### config.mk
export PLATFORM = sky130hd
export DESIGN_NAME = rtr_autoreply
export DESIGN_NICKNAME = d
export VERILOG_FILES = /design/src/rtl/rtr_pkg.sv /design/src/rtl/rtr_match_cell.sv /design/src/rtl/rtr_prio_pick.sv /design/src/rtl/rtr_autoreply.sv
export SDC_FILE = /design/constraint.sdc
export NUM_CORES = 1
export LEC_CHECK = 0
export CAP_MARGIN = 25
export CORE_ASPECT_RATIO = 0.75
export CORE_MARGIN = 2
export CORE_UTILIZATION = 56
export DETAILED_ROUTE_END_ITERATION = 7
export GPL_TIMING_DRIVEN = 0
export PLACE_DENSITY_LB_ADDON = 0.08
export REMOVE_ABC_BUFFERS = 1
export SKIP_LAST_GASP = 1
export SLEW_MARGIN = 20
export SYNTH_ARGS = -nofsm -noshare
export SYNTH_HDL_FRONTEND = slang
export SYNTH_HIERARCHICAL = 1
export SYNTH_SLANG_ARGS = --single-unit
### constraint.sdc
create_clock -name clk -period 2.8 [get_ports clk]
set_input_delay 0.28 -clock clk [delete_from_list [all_inputs] [get_ports clk]]
set_output_delay 0.28 -clock clk [all_outputs]
set_load 0.05 [all_outputs]
### src/rtl/rtr_pkg.sv
package rtr_pkg;
    localparam int ID_W  = 29;
    localparam int STD_W = 11;

    typedef struct packed {
        logic [ID_W-1:0] id;
        logic            ext;
        logic            resp_en;
        logic            valid;
    } rtr_buf_t;
endpackage

### src/rtl/rtr_match_cell.sv
module rtr_match_cell
    import rtr_pkg::*;
(
    input  rtr_buf_t        entry,
    input  logic            busy,
    input  logic [ID_W-1:0] rx_id,
    input  logic            rx_ide,
    output logic            hit
);
    logic id_eq;

    always_comb begin
        if (rx_ide) begin
            id_eq = (rx_id == entry.id);
        end else begin
            id_eq = (rx_id[STD_W-1:0] == entry.id[STD_W-1:0]);
        end
        hit = entry.valid && entry.resp_en && !busy
              && (entry.ext == rx_ide) && id_eq;
    end
endmodule

### src/rtl/rtr_prio_pick.sv
module rtr_prio_pick #(
    parameter int N     = 4,
    parameter int IDX_W = 2
) (
    input  logic [N-1:0]     req,
    output logic             any,
    output logic [IDX_W-1:0] idx
);
    always_comb begin
        any = 1'b0;
        idx = '0;
        for (int i = N - 1; i >= 0; i--) begin
            if (req[i]) begin
                any = 1'b1;
                idx = IDX_W'(i);
            end
        end
    end
endmodule

### src/rtl/rtr_autoreply.sv
module rtr_autoreply
    import rtr_pkg::*;
#(
    parameter int NUM_BUF = 4,
    parameter int IDX_W   = (NUM_BUF > 1) ? $clog2(NUM_BUF) : 1
) (
    input  logic               clk,
    input  logic               rst_n,
    input  logic               cfg_we,
    input  logic [IDX_W-1:0]   cfg_idx,
    input  logic [ID_W-1:0]    cfg_id,
    input  logic               cfg_ext,
    input  logic               cfg_resp_en,
    input  logic               cfg_valid,
    input  logic [NUM_BUF-1:0] tx_busy,
    input  logic               rx_done,
    input  logic [ID_W-1:0]    rx_id,
    input  logic               rx_ide,
    input  logic               rx_rtr,
    output logic               tx_req,
    output logic [IDX_W-1:0]   tx_idx,
    output logic               store_inhibit
);
    localparam logic [IDX_W:0] NB = NUM_BUF[IDX_W:0];

    typedef struct packed {
        rtr_buf_t [NUM_BUF-1:0] tbl;
        logic                   req;
        logic [IDX_W-1:0]       idx;
        logic                   inh;
    } state_t;

    state_t s_d, s_q;

    logic [NUM_BUF-1:0] hit_vec;
    logic               any_hit;
    logic [IDX_W-1:0]   pick_idx;

    for (genvar g = 0; g < NUM_BUF; g++) begin : g_cell
        rtr_match_cell u_cell (
            .entry  (s_q.tbl[g]),
            .busy   (tx_busy[g]),
            .rx_id  (rx_id),
            .rx_ide (rx_ide),
            .hit    (hit_vec[g])
        );
    end

    rtr_prio_pick #(.N(NUM_BUF), .IDX_W(IDX_W)) u_pick (
        .req (hit_vec),
        .any (any_hit),
        .idx (pick_idx)
    );

    always_comb begin
        s_d     = s_q;
        s_d.req = 1'b0;
        s_d.inh = 1'b0;
        if (rx_done) begin
            s_d.inh = rx_rtr;
            if (rx_rtr && any_hit) begin
                s_d.req = 1'b1;
                s_d.idx = pick_idx;
            end
        end
        if (cfg_we && ({1'b0, cfg_idx} < NB)) begin
            s_d.tbl[cfg_idx].id      = cfg_id;
            s_d.tbl[cfg_idx].ext     = cfg_ext;
            s_d.tbl[cfg_idx].resp_en = cfg_resp_en;
            s_d.tbl[cfg_idx].valid   = cfg_valid;
        end
    end

    always_ff @(posedge clk or negedge rst_n) begin
        if (!rst_n) begin
            s_q <= '0;
        end else begin
            s_q <= s_d;
        end
    end

    assign tx_req        = s_q.req;
    assign tx_idx        = s_q.idx;
    assign store_inhibit = s_q.inh;
endmodule

==> results of run 1 <==
synth_stat cells, drive strengths merged:
cell type	n	area share, %
inv	1	0.059
xnor2	88	12
nand2	1	0.059
nor2	2	0.12
and2	1	0.099
dfrtp	132	52
nor3b	1	0.20
xor2	32	4.4
and3	1	0.099
mux2	130	23
nand3b	2	0.24
a2111oi	4	0.95
nand2b	1	0.099
nor4	8	1.2
buf	14	1.3
nand3	1	0.079
nand4b	4	0.55
nor3	5	0.40
a21oi	1	0.14
nand4	24	2.4
flip-flops by register name, indices dropped and copies added (netlist names):
| name | cells |
|---|---|
| s_q | 128 |
| store_inhibit | 1 |
| tx_idx | 2 |
| tx_req | 1 |
critical path, cell delays in order:
cell and delay [ns]:
clkdlybuf4s50_1 0.60, xnor2_1 0.17, nand4_1 0.18, nor3_1 0.28, nand4_1 0.20, a2111oi_2 0.49
nor2_1 0.09, nand2_1 0.08, and3_1 0.20, mux2_2 0.35
kinds of logic after synthesis:
| logic type | count (synthesis) | synth area share [%] |
|---|---|---|
| buffers and inverters | 15 | 1.37 |
| AO/OA/AOI/OAI | 5 | 1.09 |
| multiplexers | 130 | 23.2 |
| flip-flops | 132 | 52.3 |
| AND/OR/NAND/NOR | 51 | 5.50 |
| XOR/XNOR | 120 | 16.6 |
through the flow:
stage | cell area [um2] | power [W] | setup slack, ns | util (%)
floorplan | 6240 | 0.00318 | 0.655 | -
global placement | 7170 | 0.00351 | -3.56 | 65.3
detailed placement | 7330 | 0.00357 | -0.288 | 66.7
CTS | 7880 | 0.00564 | 0.148 | 71.8
global route | 7890 | 0.00586 | 0.0714 | 71.8
finish | 7890 | 0.00560 | 0.173 | 71.8
timing repair:
item                                    4_1_cts  5_1_grt
endpoints found under the hold margin        46        0
gates resized for setup                       0        1
setup buffers                                 0        0
endpoints found under the setup margin        0        2
hold buffers                                  1        0
power breakdown:
| part | leakage (nW) | switching [W] | internal, W |
|---|---|---|---|
| clock network | 0.272 | 0.000794 | 0.00125 |
| registers | 1.57 | 0.000239 | 0.00226 |
| logic | 1.30 | 0.000417 | 0.000634 |
cell type report:
cell class | count | area (um2) | area share, %
multi-input cells | 306 | 2940 | 37.3
inverters | 1 | 3.75 | 0.0476
repair buffers | 86 | 916 | 11.6
flip-flops and latches | 132 | 3300 | 41.9
clock buffers | 21 | 460 | 5.84
well taps | 140 | 175 | 2.22
clock inverters | 11 | 85.1 | 1.08
cell usage in the layout, fill, tap and decap left out, types with 2 or more instances in the layout:
master / count
nor2_1: 2
buf_8: 4
buf_6: 4
nor3_1: 5
nand4b_1: 4
clkinvlp_4: 2
nor4_1: 4
nand4_1: 24
xor2_1: 32
clkbuf_1: 2
mux2_2: 128
dfrtp_1: 132
clkbuf_8: 2
clkdlybuf4s50_1: 74
clkinv_2: 8
nor4_2: 4
nand3b_1: 2
xnor2_1: 88
mux2_1: 2
clkbuf_16: 17
a2111oi_2: 4
metal layers:
layer	routed length [um]	global-route usage, %	vias to the layer above
met1	6720	34.0	1970
met4	77	6.04	0
met5	0	0	-
li1	-	-	1783
met3	475	5.39	8
met2	5970	35.2	71
worst max-delay path by stage:
stage / cells past startpoint / slack, ns / from / endpoint
after CTS: 9 / 0.15 / rx_ide / tx_idx[0]
after detailed placement: 9 / -0.29 / rx_ide / tx_idx[0]
final: 10 / 0.17 / rx_id[21] / tx_idx[0]
after global routing: 10 / 0.07 / rx_id[20] / tx_idx[0]
after global placement: 1 / -3.56 / rst_n / s_q[110]
after floorplan: 8 / 0.66 / s_q[32] / tx_idx[0]
==> key figures, run 1 <==
Run status
  • Outcome: complete, no violations

Finish
  • Filler instances: approximately 750
  • Area Growth Syn to Fin: 24.8%
  • Non-Filler Instances: 697
  • Ant. Diodes: 0
  • Layout cell share with drive strength beyond 1: about a third
  • # nets final: 617

Critical path
  • Setup crit start kind: primary input
  • Reg2Reg Depth: 8
  • Reg-to-reg startpoint: s_q[32]
  • Reg-to-Reg End: tx_idx[0]
  • R2R setup slack: 0.21 ns
  • Data arrival time of the worst path: 2.92 ns
  • CP Max Fanout: 4
  • Worst Setup End Kind: flop
  • Crit path kind: in2reg
  • Req. time, crit path: 3.09 ns

Routing
  • DRT Pass-1 Iters: 4
  • Wire length per cell: 19.0 um
  • Routed Antenna Nets: 0
  • Starting DRC count in detailed routing: roughly 250
  • Detailed-route wire length: 13.2 mm
  • # DRC: 0
  • Post-DR vias/cell: 5.50
  • Vias: 3832

Yosys
  • Sequential share of the synthesized area: 52.3%
  • Register bit total from synthesis: 132
  • Mapped Cells: roughly 450
  • Ys Warns: 6
  • Cell Area, Synth: 6320 um2
  • Mean Syn Cell Area: 14.0 um2
  • Cell variety after synth: 23

Place
  • GP Congestion: roughly 0.77
  • Post-placement cell count: 664
  • IO buf count: 76
  • DPL Wire Length: 9.45 mm

Timing
  • Unrepaired setup endpoints after global routing: false
  • Tcrit/Tclk final: 93.8%
  • Final min period: 2.63 ns
  • Hold WS: 0.363 ns
  • Final setup TNS: 0 ns
  • Worst slew pin tran: 0.752 ns
  • Slew Viols, Final: 0
  • Count of final hold-check violations: 0
  • Worst slew margin: 49.7%
  • Final Skew: 0.00502 ns
  • Max Clk Rate: 0.381 GHz
  • Final-report setup violation count: 0

Global routing
  • First-pass GRT wire length: about 21 mm
  • Vias in the first global route: approximately 4.0k
  • Overflow after GRT: 0
  • Tot GR Track Use: a little under a quarter
  • Pin count of the biggest net entering global routing: 87
  • Initial antenna violation count: 0

Floorplan
  • Die area: 12200 um2
  • Die height: 96.0 um
  • Num ports: slightly below 80
  • Initial core utilization: 57.6%
  • Die width: 127 um
  • Core area: between 10000 and 15000 um2
  • # rows: 33

Clocking
  • Clk pin slew, worst setup/hold paths: 0.06 ns
  • Clk_lat worst skew: 0.41 ns
  • Root buf cell: clkbuf_16
  • H-tree levels: 4
  • TritonCTS Sinks: approximately 130
  • CTS Buffer Depth: 2
  • TritonCTS clock tree: built
  • CTS Buf Count: 17

Power
  • PD cells: about 700 nW/um2
  • Pleak: ~3.1 nW
  • Worst IR drop on VDD: ~0.43 mV

Hold path
  • Hold Crit Class: in2async

Flow run
  • Maxcap violations: 0
No activity file was read; power rests on OpenSTA's default activity.
==> run 2: changes to the inputs <==
- CAP_MARGIN: 25 -> 40
- CORE_MARGIN: 2 -> unset
==> key figures, run 2 (same netlist as run 1, synthesis figures left out) <==
Clocking
  • Root buf cell: clkbuf_16
  • TritonCTS clock tree: built
  • TritonCTS Sinks: 132
  • CTS Buffer Depth: 2
  • Clk pin slew, worst setup/hold paths: 0.06 ns
  • Post-CTS Setup Bufs: 0
  • Clk_lat worst skew: 0.41 ns
  • H-tree levels: 4
  • CTS Buf Count: 17

Finish
  • Reg area: 3300 um2
  • Filler instances: 706
  • Commonest non-fill, non-tap cells in the layout: dfrtp_1 (132), mux2_2 (128), xnor2_1 (88), clkdlybuf4s50_1 (74), xor2_1 (32)
  • Layout cell share with drive strength beyond 1: 32.1%
  • Most common cell after layout, fill and taps aside: dfrtp_1
  • Largest Register: s_q
  • Max reg flops: 128
  • Final core occ: 72.7%
  • Multi-input gate area: 2970 um2
  • Area Growth Syn to Fin: 25.8%
  • Non-Filler Instances: 697
  • Ant. Diodes: 0
  • # nets final: 617

Timing
  • Count of final hold-check violations: 0
  • Worst slew pin tran: 0.678 ns
  • Tcrit/Tclk final: 95.5%
  • Final Skew: roughly 0.0048 ns
  • Worst slew margin: 54.7%
  • Final-report setup violation count: 0
  • Slew Viols, Final: 0
  • Hold WS: 0.356 ns
  • Final setup TNS: 0 ns
  • Max Clk Rate: 0.374 GHz
  • Final min period: 2.68 ns

Critical path
  • Crit path kind: in2reg
  • Req. time, crit path: roughly 3 ns
  • CP Max Fanout: 4
  • Setup crit start kind: primary input
  • Data arrival time of the worst path: 2.97 ns
  • Worst Setup End Kind: flop

Global routing
  • Overflow after GRT: 0
  • Tot GR Track Use: 24.5%
  • Initial antenna violation count: 0
  • Vias in the first global route: between 4k and 5k
  • Pin count of the biggest net entering global routing: 83
  • First-pass GRT wire length: 21.7 mm

Flow run
  • Maxcap violations: 0

Place
  • DPL Wire Length: 9.52 mm
  • Post-placement cell count: 664
  • IO buf count: 76
  • GP Congestion: 0.744

Floorplan
  • Initial core utilization: between 50 and 60%
  • Core area: 10900 um2
  • # rows: 33
  • Die area: 11700 um2
  • Die height: 94.0 um
  • Num ports: 77
  • Die width: 125 um

Routing
  • Wire length per cell: between 15 and 20 um
  • Starting DRC count in detailed routing: around 160
  • # DRC: 0
  • Vias: approximately 3.8k
  • DRT Pass-1 Iters: 4
  • Post-DR vias/cell: 5.46
  • Routed Antenna Nets: 0
  • Detailed-route wire length: ~13 mm

Power
  • PD cells: about 700 nW/um2
  • Worst IR drop on VDD: approximately 0.55 mV
  • Pleak: 3.16 nW

Hold path
  • Hold Crit Class: in2async

Run status
  • Outcome: complete, no violations
run 2: path summary, 6_finish.rpt:
kind                            cells after the start             to  slack, ns       from
worst min-delay path                                2       s_q[129]       0.36      rst_n
max in group asynchronous                           3        s_q[30]       1.71      rst_n
worst max-delay path                               10      tx_idx[0]       0.12  rx_id[18]
worst min register to register                      1         s_q[9]       0.50     s_q[9]
min in group clk                                    2  store_inhibit       0.45     rx_rtr
worst max register to register                      9      tx_idx[0]       0.15    s_q[33]
run 2: timing repair:
| item | in CTS | in global routing |
|---|---|---|
| endpoints found under the hold margin | 50 | 0 |
| gates resized for setup | 0 | 3 |
| hold buffers | 1 | 0 |
| endpoints found under the setup margin | 0 | 2 |
run 2: where the power goes:
| part | internal, W | switching, W |
|---|---|---|
| Combinational | 0.000635 | 0.000416 |
| Clock | 0.00137 | 0.000778 |
| Sequential | 0.00226 | 0.000244 |
| Total | 0.00427 | 0.00144 |
run 2: final cells by class:
| class | count | area share (%) |
|---|---|---|
| Tap cell | 140 | 2.20 |
| Multi-Input combinational cell | 306 | 37.3 |
| Timing Repair Buffer | 86 | 11.6 |
| Sequential cell | 132 | 41.5 |
| Clock buffer | 22 | 5.96 |
| Inverter | 1 | 0.0472 |
| Clock inverter | 10 | 1.32 |
run 2: per-stage QoR:
| stage | setup slack (ns) | instance area (um2) | total power [W] |
|---|---|---|---|
| final | 0.125 | 7950 | 0.00571 |
| after global routing | -0.0648 | 7950 | 0.00595 |
| after CTS | 0.0818 | 7930 | 0.00574 |
| after global placement | -3.59 | 7170 | 0.00351 |
| after detailed placement | -0.341 | 7340 | 0.00358 |
| after floorplan | 0.655 | 6240 | 0.00318 |
run 2: routing by layer:
metal	part of all wire (%)	GRT usage, %	wire (um)	up-vias
li1	-	-	-	1792
met1	48	32.6	6310	1939
met2	48	41.4	6350	58
met3	2.4	3.82	322	18
met4	1.4	8.43	182	0
met5	0	0	0	-
run 2: critical path, stage by stage:
cell and delay [ns]:
clkdlybuf4s50_1 0.63, xnor2_1 0.19, nand4_1 0.16, nor3_1 0.27, nand4_1 0.20, a2111oi_4 0.49
nor2_1 0.11, nand2_1 0.08, and3_1 0.21, mux2_2 0.34
